## config.mk

```make
export PLATFORM = sky130hd
export DESIGN_NAME = xop_decoder
export DESIGN_NICKNAME = d
export VERILOG_FILES = /design/src/rtl/xop_pkg.sv /design/src/rtl/xop_field_reg.sv /design/src/rtl/xop_stage1.sv /design/src/rtl/xop_stage2.sv /design/src/rtl/xop_ext_fsm.sv /design/src/rtl/xop_decoder.sv
export SDC_FILE = /design/constraint.sdc
export NUM_CORES = 1
export LEC_CHECK = 0
export CORE_ASPECT_RATIO = 1.25
export CORE_MARGIN = 2
export CORE_UTILIZATION = 34
export CTS_CLUSTER_DIAMETER = 80
export DETAILED_ROUTE_END_ITERATION = 8
export GPL_TIMING_DRIVEN = 0
export PLACE_DENSITY_LB_ADDON = 0.3
export SYNTH_ARGS = -nofsm -noshare
export SYNTH_HDL_FRONTEND = slang
export SYNTH_SLANG_ARGS = --single-unit
```

## constraint.sdc

```tcl
create_clock -name clk -period 1.62 [get_ports clk]
set_input_delay 0.324 -clock clk [delete_from_list [all_inputs] [get_ports clk]]
set_output_delay 0.324 -clock clk [all_outputs]
set_load 0.02 [all_outputs]
```

## src/rtl/xop_pkg.sv

```systemverilog
package xop_pkg;
    localparam int WORD_W    = 15;
    localparam int ADDR_W    = 12;
    localparam int OPC_LSB   = 9;                 // word bit 10
    localparam int OPC_W     = WORD_W - OPC_LSB;  // bits 15..10
    localparam int BASE_W    = 3;
    localparam int QTR_W     = 2;
    localparam int BASE_N    = 1 << BASE_W;
    localparam int QTR_N     = 1 << QTR_W;
    localparam int NUM_INSTR = 30;

    typedef enum logic [4:0] {
        I_JUMP   = 5'd0,  I_EXTEND = 5'd1,  I_CSKIP  = 5'd2,  I_JUMPF  = 5'd3,
        I_DADD   = 5'd4,  I_LINK   = 5'd5,  I_INCR   = 5'd6,  I_ADDS   = 5'd7,
        I_LOADA  = 5'd8,  I_LOADC  = 5'd9,  I_INDEX  = 5'd10, I_DXCH   = 5'd11,
        I_STORE  = 5'd12, I_XCH    = 5'd13, I_ADD    = 5'd14, I_MASK   = 5'd15,
        I_CHIN   = 5'd16, I_CHOUT  = 5'd17, I_DIV    = 5'd18, I_BRZ    = 5'd19,
        I_MSUB   = 5'd20, I_QXCH   = 5'd21, I_AUG    = 5'd22, I_DIM    = 5'd23,
        I_DLOADA = 5'd24, I_DLOADC = 5'd25, I_XINDEX = 5'd26, I_SUB    = 5'd27,
        I_BRNEG  = 5'd28, I_MUL    = 5'd29
    } instr_e;

    typedef enum logic {
        ST_BASE  = 1'b0,
        ST_EXTRA = 1'b1
    } ext_state_e;
endpackage

```

## src/rtl/xop_field_reg.sv

```systemverilog
module xop_field_reg
    import xop_pkg::*;
(
    input  logic                clk,
    input  logic                rst_n,
    input  logic                load_i,
    input  logic [WORD_W-1:0]   word_i,
    output logic [OPC_W-1:0]    opc_o,
    output logic [ADDR_W-1:0]   addr_o
);
    logic [OPC_W-1:0]  opc_q;
    logic [ADDR_W-1:0] addr_q;

    always_ff @(posedge clk or negedge rst_n) begin
        if (!rst_n) begin
            opc_q  <= '0;
            addr_q <= '0;
        end else if (load_i) begin
            opc_q  <= word_i[WORD_W-1:OPC_LSB];
            addr_q <= word_i[ADDR_W-1:0];
        end
    end

    assign opc_o  = opc_q;
    assign addr_o = addr_q;

    a_r2_opc_load: assert property (@(posedge clk) disable iff (!rst_n)
        load_i |=> (opc_o == $past(word_i[WORD_W-1:OPC_LSB])));
    a_r2_addr_hold: assert property (@(posedge clk) disable iff (!rst_n)
        !load_i |=> $stable(addr_o));
endmodule

```

## src/rtl/xop_stage1.sv

```systemverilog
module xop_stage1
    import xop_pkg::*;
(
    input  logic [OPC_W-1:0]  opc_i,
    output logic [BASE_N-1:0] base_o,
    output logic [QTR_N-1:0]  qtr_o
);
    logic [BASE_W-1:0] base_f;
    logic [QTR_W-1:0]  qtr_f;

    assign base_f = opc_i[OPC_W-1 -: BASE_W];
    assign qtr_f  = opc_i[OPC_W-BASE_W-1 -: QTR_W];

    for (genvar k = 0; k < BASE_N; k++) begin : g_base
        assign base_o[k] = (base_f == BASE_W'(k));
    end
    for (genvar k = 0; k < QTR_N; k++) begin : g_qtr
        assign qtr_o[k] = (qtr_f == QTR_W'(k));
    end
endmodule

```

## src/rtl/xop_stage2.sv

```systemverilog
module xop_stage2
    import xop_pkg::*;
#(
    parameter logic [ADDR_W-1:0] EXT_ADDR = ADDR_W'(6)
) (
    input  logic [BASE_N-1:0]    base_i,
    input  logic [QTR_N-1:0]     qtr_i,
    input  logic                 chan_i,
    input  logic                 ext_i,
    input  logic [ADDR_W-1:0]    addr_i,
    output logic [NUM_INSTR-1:0] sel_o,
    output logic                 is_extend_o,
    output logic                 is_index_o
);
    logic at_ext;
    logic bs;
    logic xs;

    assign at_ext = (addr_i == EXT_ADDR);
    assign bs     = ~ext_i;
    assign xs     = ext_i;

    always_comb begin
        sel_o = '0;
        // base set
        sel_o[I_JUMP]   = bs & base_i[0] & ~at_ext;
        sel_o[I_EXTEND] = bs & base_i[0] &  at_ext;
        sel_o[I_CSKIP]  = bs & base_i[1] &  qtr_i[0];
        sel_o[I_JUMPF]  = bs & base_i[1] & ~qtr_i[0];
        for (int k = 0; k < QTR_N; k++) begin
            sel_o[int'(I_DADD) + k]  = bs & base_i[2] & qtr_i[k];
            sel_o[int'(I_INDEX) + k] = bs & base_i[5] & qtr_i[k];
            sel_o[int'(I_MSUB) + k]  = xs & base_i[2] & qtr_i[k];
        end
        sel_o[I_LOADA]  = bs & base_i[3];
        sel_o[I_LOADC]  = bs & base_i[4];
        sel_o[I_ADD]    = bs & base_i[6];
        sel_o[I_MASK]   = bs & base_i[7];
        // extracode set
        sel_o[I_CHIN]   = xs & base_i[0] & ~chan_i;
        sel_o[I_CHOUT]  = xs & base_i[0] &  chan_i;
        sel_o[I_DIV]    = xs & base_i[1] &  qtr_i[0];
        sel_o[I_BRZ]    = xs & base_i[1] & ~qtr_i[0];
        sel_o[I_DLOADA] = xs & base_i[3];
        sel_o[I_DLOADC] = xs & base_i[4];
        sel_o[I_XINDEX] = xs & base_i[5] & qtr_i[0];
        sel_o[I_SUB]    = xs & base_i[5] & qtr_i[1];
        sel_o[I_BRNEG]  = xs & ((base_i[5] & (qtr_i[2] | qtr_i[3])) | base_i[6]);
        sel_o[I_MUL]    = xs & base_i[7];
    end

    assign is_extend_o = sel_o[I_EXTEND];
    assign is_index_o  = sel_o[I_INDEX] | sel_o[I_XINDEX];
endmodule

```

## src/rtl/xop_ext_fsm.sv

```systemverilog
module xop_ext_fsm
    import xop_pkg::*;
(
    input  logic clk,
    input  logic rst_n,
    input  logic end_i,
    input  logic is_extend_i,
    input  logic is_index_i,
    output logic ext_o,
    output logic inhibit_o
);
    ext_state_e state_q, state_d;

    always_comb begin
        state_d = state_q;
        if (end_i) begin
            unique case (state_q)
                ST_BASE: begin
                    if (is_extend_i)     state_d = ST_EXTRA;  // GO_EXTRA
                    else if (is_index_i) state_d = ST_BASE;   // KEEP
                    else                 state_d = ST_BASE;   // GO_BASE
                end
                ST_EXTRA: begin
                    if (is_index_i)      state_d = ST_EXTRA;  // KEEP
                    else                 state_d = ST_BASE;   // GO_BASE
                end
                default:                 state_d = ST_BASE;
            endcase
        end
    end

    always_ff @(posedge clk or negedge rst_n) begin
        if (!rst_n) state_q <= ST_BASE;
        else        state_q <= state_d;
    end

    always_comb begin
        ext_o     = (state_q == ST_EXTRA);
        inhibit_o = (state_q == ST_EXTRA);
    end

    a_r7_set_on_extend: assert property (@(posedge clk) disable iff (!rst_n)
        (end_i && is_extend_i) |=> ext_o);
    a_r10_clear_on_end: assert property (@(posedge clk) disable iff (!rst_n)
        (end_i && !is_extend_i && !is_index_i) |=> !ext_o);
    a_r10_index_keeps: assert property (@(posedge clk) disable iff (!rst_n)
        (end_i && is_index_i) |=> $stable(ext_o));
    a_r13_no_end_stable: assert property (@(posedge clk) disable iff (!rst_n)
        !end_i |=> $stable(ext_o));
endmodule

```

## src/rtl/xop_decoder.sv

```systemverilog
module xop_decoder
    import xop_pkg::*;
#(
    parameter logic [ADDR_W-1:0] EXT_ADDR = ADDR_W'(6)
) (
    input  logic                 clk,
    input  logic                 rst_n,
    input  logic                 new_instr_i,
    input  logic                 end_instr_i,
    input  logic [WORD_W-1:0]    word_i,
    output logic [ADDR_W-1:0]    addr_o,
    output logic [BASE_N-1:0]    base_o,
    output logic [QTR_N-1:0]     quarter_o,
    output logic [NUM_INSTR-1:0] instr_o,
    output logic                 ext_o,
    output logic                 irq_inhibit_o
);
    logic [OPC_W-1:0] opc;
    logic             is_extend;
    logic             is_index;

    xop_field_reg u_field (
        .clk    (clk),
        .rst_n  (rst_n),
        .load_i (new_instr_i),
        .word_i (word_i),
        .opc_o  (opc),
        .addr_o (addr_o)
    );

    xop_stage1 u_stage1 (
        .opc_i  (opc),
        .base_o (base_o),
        .qtr_o  (quarter_o)
    );

    xop_stage2 #(.EXT_ADDR(EXT_ADDR)) u_stage2 (
        .base_i      (base_o),
        .qtr_i       (quarter_o),
        .chan_i      (opc[0]),
        .ext_i       (ext_o),
        .addr_i      (addr_o),
        .sel_o       (instr_o),
        .is_extend_o (is_extend),
        .is_index_o  (is_index)
    );

    xop_ext_fsm u_fsm (
        .clk         (clk),
        .rst_n       (rst_n),
        .end_i       (end_instr_i),
        .is_extend_i (is_extend),
        .is_index_i  (is_index),
        .ext_o       (ext_o),
        .inhibit_o   (irq_inhibit_o)
    );

    a_r12_one_select: assert property (@(posedge clk) disable iff (!rst_n)
        $onehot(instr_o));
    a_r3_base_onehot: assert property (@(posedge clk) disable iff (!rst_n)
        $onehot(base_o) && $onehot(quarter_o));
    a_r6_extend_addr: assert property (@(posedge clk) disable iff (!rst_n)
        (base_o[0] && !ext_o && addr_o == EXT_ADDR) |-> instr_o[I_EXTEND]);
    a_r9_channel_set: assert property (@(posedge clk) disable iff (!rst_n)
        (base_o[0] && ext_o) |-> (instr_o[I_CHIN] || instr_o[I_CHOUT]));
endmodule

```

# After elaboration in Yosys (flattened, before gate mapping)
# Index checks and enable logic that the tools add are counted.
# word_totals
word_cells,65
out_inout_bits,56
reg_bits,19
input_bits,19
# op_classes
n_eq_ne,11
n_reduce_logical,2
n_bitwise,46
n_mux,3
# op_table
operator,n
bitwise AND 1 bit,39
== test 12 x 3 -> 1 bit (second input constant),1
== test 3 bit (second input constant),4
== test 3 x 2 -> 1 bit (second input constant),2
== test 2 bit (second input constant),2
NOT 1 bit,4
== test 3 x 1 -> 1 bit (second input constant),1
zero test 3 bit,1
OR 1 bit,3
== test 2 x 1 -> 1 bit (second input constant),1
zero test 2 bit,1
two-way mux 1 bit,2
one-hot mux 1 bit (2 select lines),1

# Logic depth before layout (Yosys ltp)
# Gate-level depths: netlist of the first run.
# depth
ltp_word,6
depth_mapped,5
depth_no_buf,4

# Hierarchy
# A second synthesis of the first run with hierarchy kept.
# hier_totals
hier_cells,96
hier_area_um2,1067.3
# modules_own_cells
mod,cells_each,area_each_um2,instances,seq_area_each_um2
xop_field_reg,35,635.6,1,375.4
xop_stage2,44,296.5,1,0.0
xop_stage1,12,87.6,1,0.0
xop_ext_fsm,5,47.5,1,25.0

# Worst setup path before layout of the first run
# OpenSTA, ideal clock, no wires.
# synth_path
path_type,register to output
start,reg u_field.opc_q[4] (netlist: u_field.opc_o[4])
end,out instr_o[9]
arrival_time_ns,1.522
required_ns,1.296
stages_incl_launch_ff,4
path_buffers,1
path_slack_ns,-0.226
path_cell_list,dfrtp_1 buf_6 nor3b_1 nor2b_1
# synth_via
elab_chain_len,2
# synth_lines
element,line_no,rtl
"start, declared",xop_field_reg.sv:11,logic [OPC_W-1:0] opc_q;
"start signal, assigned",xop_field_reg.sv:19,opc_q <= word_i[WORD_W-1:OPC_LSB];
== test 3 bit,xop_stage1.sv:15,assign base_o[k] = (base_f == BASE_W'(k));
via base_o[4],xop_decoder.sv:12,"output logic [BASE_N-1:0] base_o,"
bitwise AND 1 bit,xop_stage2.sv:36,sel_o[I_LOADC] = bs & base_i[4];
"end, declared",xop_decoder.sv:14,"output logic [NUM_INSTR-1:0] instr_o,"
# The timed path passes the listed nets, and every way through them passes these cells.

# Final worst setup path of the first run
# layout_path
start,reg u_field.opc_q[3] (netlist: u_field.opc_o[3])
end,out instr_o[5]
# layout_via
elab_chain_len,3
# layout_lines
element,line_no,rtl
== test 3 x 2 -> 1 bit,xop_stage1.sv:15,
bitwise AND 1 bit (2 in series),xop_stage2.sv:31,sel_o[int'(I_DADD) + k] = bs & base_i[2] & qtr_i[k];
# No other way between the ends.

==> metrics, run 1 <==
fin worst setup slack=-0.268 ns; area of the multi-input gates=666 sq um; Storage cell area=403 sq um; minimum clock period=1.89 ns; HP Class=in2reg; number of global-route vias before repair=1009; filler instances=216; Sinks on Clock Net=16; worst path required time=1.30 ns; worst slew pin tran=0.706 ns; #FFs+latches synth=16; worst r2r dst=u_fsm.ext_o; simple-gate share of the synthesized area=31.5%; Setup crit start=u_field.opc_o[3]; Max-Cap Viols=0; Crit path max-delay family=simple AND/OR/NAND/NOR gates; mapped cell area=1050 sq um; CP max stage delay=0.40 ns; max-slew violations=0; hpwl dp=2.19 mm; RSZ-0062 raised after global routing=yes; CP Capture Type=output pin; P_leak=1.07 nW; share of layout cells above drive strength 1=63.4%; Compound-Gate Fraction of Synth Area=1.31%; Final Skew=0.00588 ns; detailed router's first-iteration violation count=22; final wirelength=3.31 mm; failing checks=setup timing; CP Launch Type=flip-flop; R2R Setup Slk=0.11 ns; critical path arrival=1.56 ns; cell count after synthesis=110; vias=1131; Detailed Routing Iterations Pass 1=4; Wirelength per Cell=13.7 um; status=complete, but fails checks; # nets final=226; power per cell area=611 nW/um^2; pre-CTS setup slack=-0.516 ns; I/O Buffers=73; Site Rows=22; XOR/XNOR share of the synthesized area=0%; WP depth=5; Unique masters post-synth=28; CTS Buf Count=3; Ports=75; Layout area overhead=108%; first-pass GRT wire length=4.40 mm; hold depth=2; final hold vios=0; yosys warns=0; critical path class=reg2out; CTS H-tree lvls=1; Setup violations, final=37; maximum fanout along the worst path=5; CP max-delay cell=dfrtp_1; Critical Path Sink=instr_o[5]; Vias/cell=4.69; GPL Wtd Cong=0.700; buffer depth of the longest clock path=2; Syn Area/Cell=9.52 sq um; CP Cell Sequence=buf_6 -> nor3b_4 -> nand2b_1 -> nor2_1 -> buf_4; clk_lat worst skew=0.28 ns; Synth Net Count=129; period utilization=117%; Buf/Inv on CP=2; Die Y=66.1 um; Total Die Area=3540 sq um; Final Power=0.00133 W; Starting Density=35.6%; R2R Path Start=u_field.opc_o[5]; main combinational cell family by area after synthesis=simple AND/OR/NAND/NOR gates; Root Driver=clkbuf_4; adder-cell share of the synthesized area=0%; fmax=530 MHz; maximum VDD drop=0.593 mV; clk slew on worst S/H paths=0.09 ns; initial antenna violation count=0; relative slew slack=52.8%; post-synthesis mux area share=16.1%; grt total ovfl=0; Tot GR Track Use=16.8%; die span in x=53.6 um; Routed Antenna Nets=0; largest net degree at the start of global routing=17; Core Region=2950 sq um; # diodes=0; CTS tree=yes; register area share after synthesis=38.2%; Reg2Reg Depth=7; drt drc=0
[cells in the mapped netlist, drive strengths merged]
cell type | instances | share of area, %
buf | 14 | 10
dfrtp | 16 | 38
nand3 | 1 | 0.96
nand2b | 3 | 1.8
nand4 | 1 | 0.60
or2 | 1 | 0.60
clkinv | 1 | 0.48
and2 | 3 | 1.8
nor2b | 4 | 2.4
and3b | 2 | 1.7
nor3 | 1 | 0.48
a31oi | 1 | 0.60
and3 | 3 | 1.8
nor2 | 20 | 7.2
a21boi | 1 | 0.72
inv | 6 | 2.2
mux2 | 15 | 16
nor3b | 3 | 3.1
or2b | 1 | 0.72
nand3b | 1 | 0.72
nor4 | 2 | 2.6
nand2 | 8 | 2.9
nor4b | 2 | 2.3
[metal layers]
metal | GRT usage, % | wire length, um
met1 | 18.3 | 1190
met4 | 4.81 | 6
met2 | 31.3 | 1830
met3 | 3.39 | 281
met5 | 0 | 0
[registers in the layout, summed over array words and instances (netlist names)]
register / count
u_field.opc_o: 4
u_field.addr_o: 11
u_fsm.ext_o: 1
[metrics by stage]
| step | utilization (%) | cells | setup TNS [ns] | instance area [sq um] | hold WS [ns] |
|---|---|---|---|---|---|
| after CTS | 67.9 | 235 | -3.76 | 2000 | 0.376 |
| after global routing | 74.1 | 241 | -7.72 | 2180 | 0.385 |
| final | 74.1 | 241 | -4.87 | 2180 | 0.384 |
| after global placement | 62.8 | 219 | -9.39 | 1850 | 0.515 |
| after detailed placement | 62.8 | 219 | -10.22 | 1850 | 0.529 |
| after floorplan | - | 110 | -0.0223 | 1070 | 0.0284 |
[worst min-delay path by stage]
stage | from | end | slack [ns]
after floorplan | rst_n | u_field.addr_o[0] | 0.03
after global placement | u_field.addr_o[1] | u_field.addr_o[1] | 0.51
after detailed placement | u_field.addr_o[2] | u_field.addr_o[2] | 0.53
after CTS | new_instr_i | u_field.opc_o[3] | 0.38
after global routing | new_instr_i | u_field.opc_o[3] | 0.39
final | new_instr_i | u_field.opc_o[3] | 0.38
[power breakdown]
part	leakage (nW)	internal (W)	switching (W)
registers	0.186	0.000440	0.0000411
logic	0.868	0.000344	0.000312
clock network	0.0138	0.0000862	0.000112
total	1.07	0.000869	0.000465
[final cells by class]
class | instances | area share (%)
clock buffers | 3 | 1.03
well taps | 36 | 2.06
plain buffers | 12 | 5.10
multi-input cells | 73 | 30.5
inverters | 7 | 1.43
repair buffers | 94 | 41.4
flip-flops and latches | 16 | 18.5
[cell families (layout without fill, tap and decap cells)]
kind of cell    count (synthesis)  in the layout
simple gates                   56             56
buf+inv                        21            116
flops                          16             16
mux                            15             15
compound gates                  2              2
[layout by cell type, fill, tap and decap left out, types with 2 or more instances in the layout]
cell type,count
inv_2,4
nand2_2,3
buf_6,40
nor4_4,2
dfrtp_2,2
nor2_1,12
nor3b_4,3
nor2b_1,4
dlygate4sd2_1,10
clkbuf_4,3
and3_1,2
nor2_4,5
nand2_1,4
mux2_2,15
inv_1,2
dfrtp_1,14
dlymetal6s2s_1,4
buf_4,29
clkdlybuf4s50_1,17
nor2_2,3
nor4b_2,2
and2_4,3
nand2b_4,2
buf_2,5
[repair_timing]
action | CTS | global route
pin swaps | 10 | 13
endpoints found under the setup margin | 50 | 46
hold buffers | 0 | 0
resized for setup | 252 | 51
setup buffers | 14 | 9
cloned | 0 | 1
No activity file was read; power rests on OpenSTA's default activity.
==> run 2, diff against run 1 <==
CORE_ASPECT_RATIO = default   (was 1.25)
==> run 2 against run 1 <==
  * The flow still finishes with violations (setup timing)
  * Combinational power decreased by 7.9%
  * Fmax increased by 3.0%
  * Largest cell class unchanged
  * Final cell count fell by 4.1%
  * Via count fell by 1.9%
  * Clock skew is 0.0042 ns lower
  * Global-route usage rose by 0.089 points
  * Non-clock buffer count down 7
  * Core utilization shrank 5.6 points
==> metrics, run 2 (synthesis results as in run 1) <==
status=complete, but fails checks; failing checks=setup timing; Wirelength per Cell=13.2 um; clk slew on worst S/H paths=0.08 ns; Post-DP Area=1850 sq um; Ports=75; first-pass GRT wire length=4.60 mm; clk_lat worst skew=0.27 ns; power per cell area=622 nW/um^2; Routed Antenna Nets=0; area of the multi-input gates=651 sq um; CTS tree=yes; GR Layer Usage met2=32.2%; busiest layer in global routing=met2; critical path class=reg2out; R2R Setup Slk=0.29 ns; CP Capture Type=output pin; Root Driver=clkbuf_4; Reg2Reg Depth=5; worst slew pin tran=0.678 ns; number of global-route vias before repair=1070; Starting Density=34.9%; GPL Wtd Cong=0.681; Setup violations, final=32; drt drc=0; share of layout cells above drive strength 1=60.6%; P_leak=0.999 nW; fin worst setup slack=-0.212 ns; worst r2r dst=u_fsm.ext_o; Hold EP=u_field.opc_o[4]; most frequent cells in the layout=29 x buf_6, 29 x buf_4, 17 x clkdlybuf4s50_1; CP Launch Type=flip-flop; Worst Hold Launch=new_instr_i; Total Die Area=3540 sq um; relative slew slack=54.6%; RSZ-0062 raised after global routing=yes; max-slew violations=0; Layout Utilization=68.5%; Tot GR Track Use=16.8%; hpwl dp=2.22 mm; Max-Cap Viols=0; R2R Path Start=u_fsm.ext_o; # nets final=219; maximum fanout along the worst path=10; HP Class=in2reg; final hold vios=0; CP Cell Sequence=buf_6 -> and3b_1 -> buf_6 -> nand2b_4 -> nor2_2 -> buf_6; CP max stage delay=0.38 ns; most frequent CP cell=buf_6; fmax=546 MHz; detailed router's first-iteration violation count=9; I/O Buffers=73; period utilization=113%; grt total ovfl=0; hold depth=2; Layout area overhead=96.5%; vias=1110; Storage cell area=403 sq um; largest net degree at the start of global routing=17; buffer depth of the longest clock path=2; critical path arrival=1.51 ns; Sum Neg Setup Slack=-3.79 ns; Sinks on Clock Net=16; CTS Buf Count=3; CTS H-tree lvls=1; worst path required time=1.30 ns; maximum VDD drop=0.451 mV; Vias/cell=4.81; design area=2060 sq um; met3 global-route usage=3.28%; minimum clock period=1.83 ns; Final Skew=0.00166 ns; Die Y=59.5 um; Site Rows=20; max reg flops=11; die span in x=59.5 um; final wirelength=3.05 mm; filler instances=241; initial antenna violation count=0; CP max-delay cell=dfrtp_1; grt met1 use=18.2%; Core Region=3000 sq um; # diodes=0; Detailed Routing Iterations Pass 1=4
==> run 2: through the flow <==
step | hold slack (ns) | std cells | setup WS [ns] | total power, W
final | 0.385 | 231 | -0.212 | 0.00128
after global routing | 0.388 | 231 | -0.297 | 0.00135
after CTS | 0.374 | 229 | -0.209 | 0.00125
after detailed placement | 0.527 | 216 | -0.520 | 0.00102
after global placement | 0.507 | 216 | -0.523 | 0.00101
after floorplan | 0.0284 | 110 | -0.00745 | 0.000775
==> run 2: worst max-delay path by stage <==
stage,end,depth (start not counted),startpoint,slack [ns]
2_1_floorplan,instr_o[11],5,u_field.opc_o[4],-0.007
3_3_place_gp,instr_o[1],5,u_field.opc_o[2],-0.52
3_5_place_dp,instr_o[1],5,u_field.opc_o[2],-0.52
4_1_cts,instr_o[11],6,u_field.opc_o[4],-0.21
5_1_grt,instr_o[6],5,u_field.opc_o[5],-0.30
6_report,instr_o[11],6,u_field.opc_o[4],-0.21
==> run 2: metal layers <==
layer  vias up  routed length (um)
met5         -                   0
li1        536                   -
met1       518                1140
met3         2                 261
met2        54                1650
met4         0                  10
==> run 2: timing repair <==
item / 4_1_cts / 5_1_grt
hold buffers: 0 / 0
gates resized for setup: 236 / 41
endpoints found under the setup margin: 50 / 43
gates cloned: 1 / 0
buffers inserted: 10 / 2
pin swaps: 11 / 10
==> run 2: cell type report <==
type                       count  share of cell area (%)
inverter                       7                    1.52
multi-input combinational     73                    31.6
tap                           33                    2.01
clock buffer                   3                    1.09
sequential                    16                    19.6
timing repair buffer          86                    38.6
buffer                        13                    5.59
==> run 2: worst max-delay path, delay by kind of cell, from the launching register on <==
family | cells | cell delay [ns]
flip-flops | 1 | 0.38
AND/OR/NAND/NOR | 3 | 0.45
buffers and inverters | 3 | 0.40
==> run 2: power by group <==
part,switching [W],leakage (nW),internal (W),total (W)
Combinational,0.000292,0.800,0.000311,0.000603
Sequential,0.0000452,0.186,0.000439,0.000485
Clock,0.000107,0.0138,0.0000860,0.000192
Total,0.000444,0.999,0.000837,0.00128
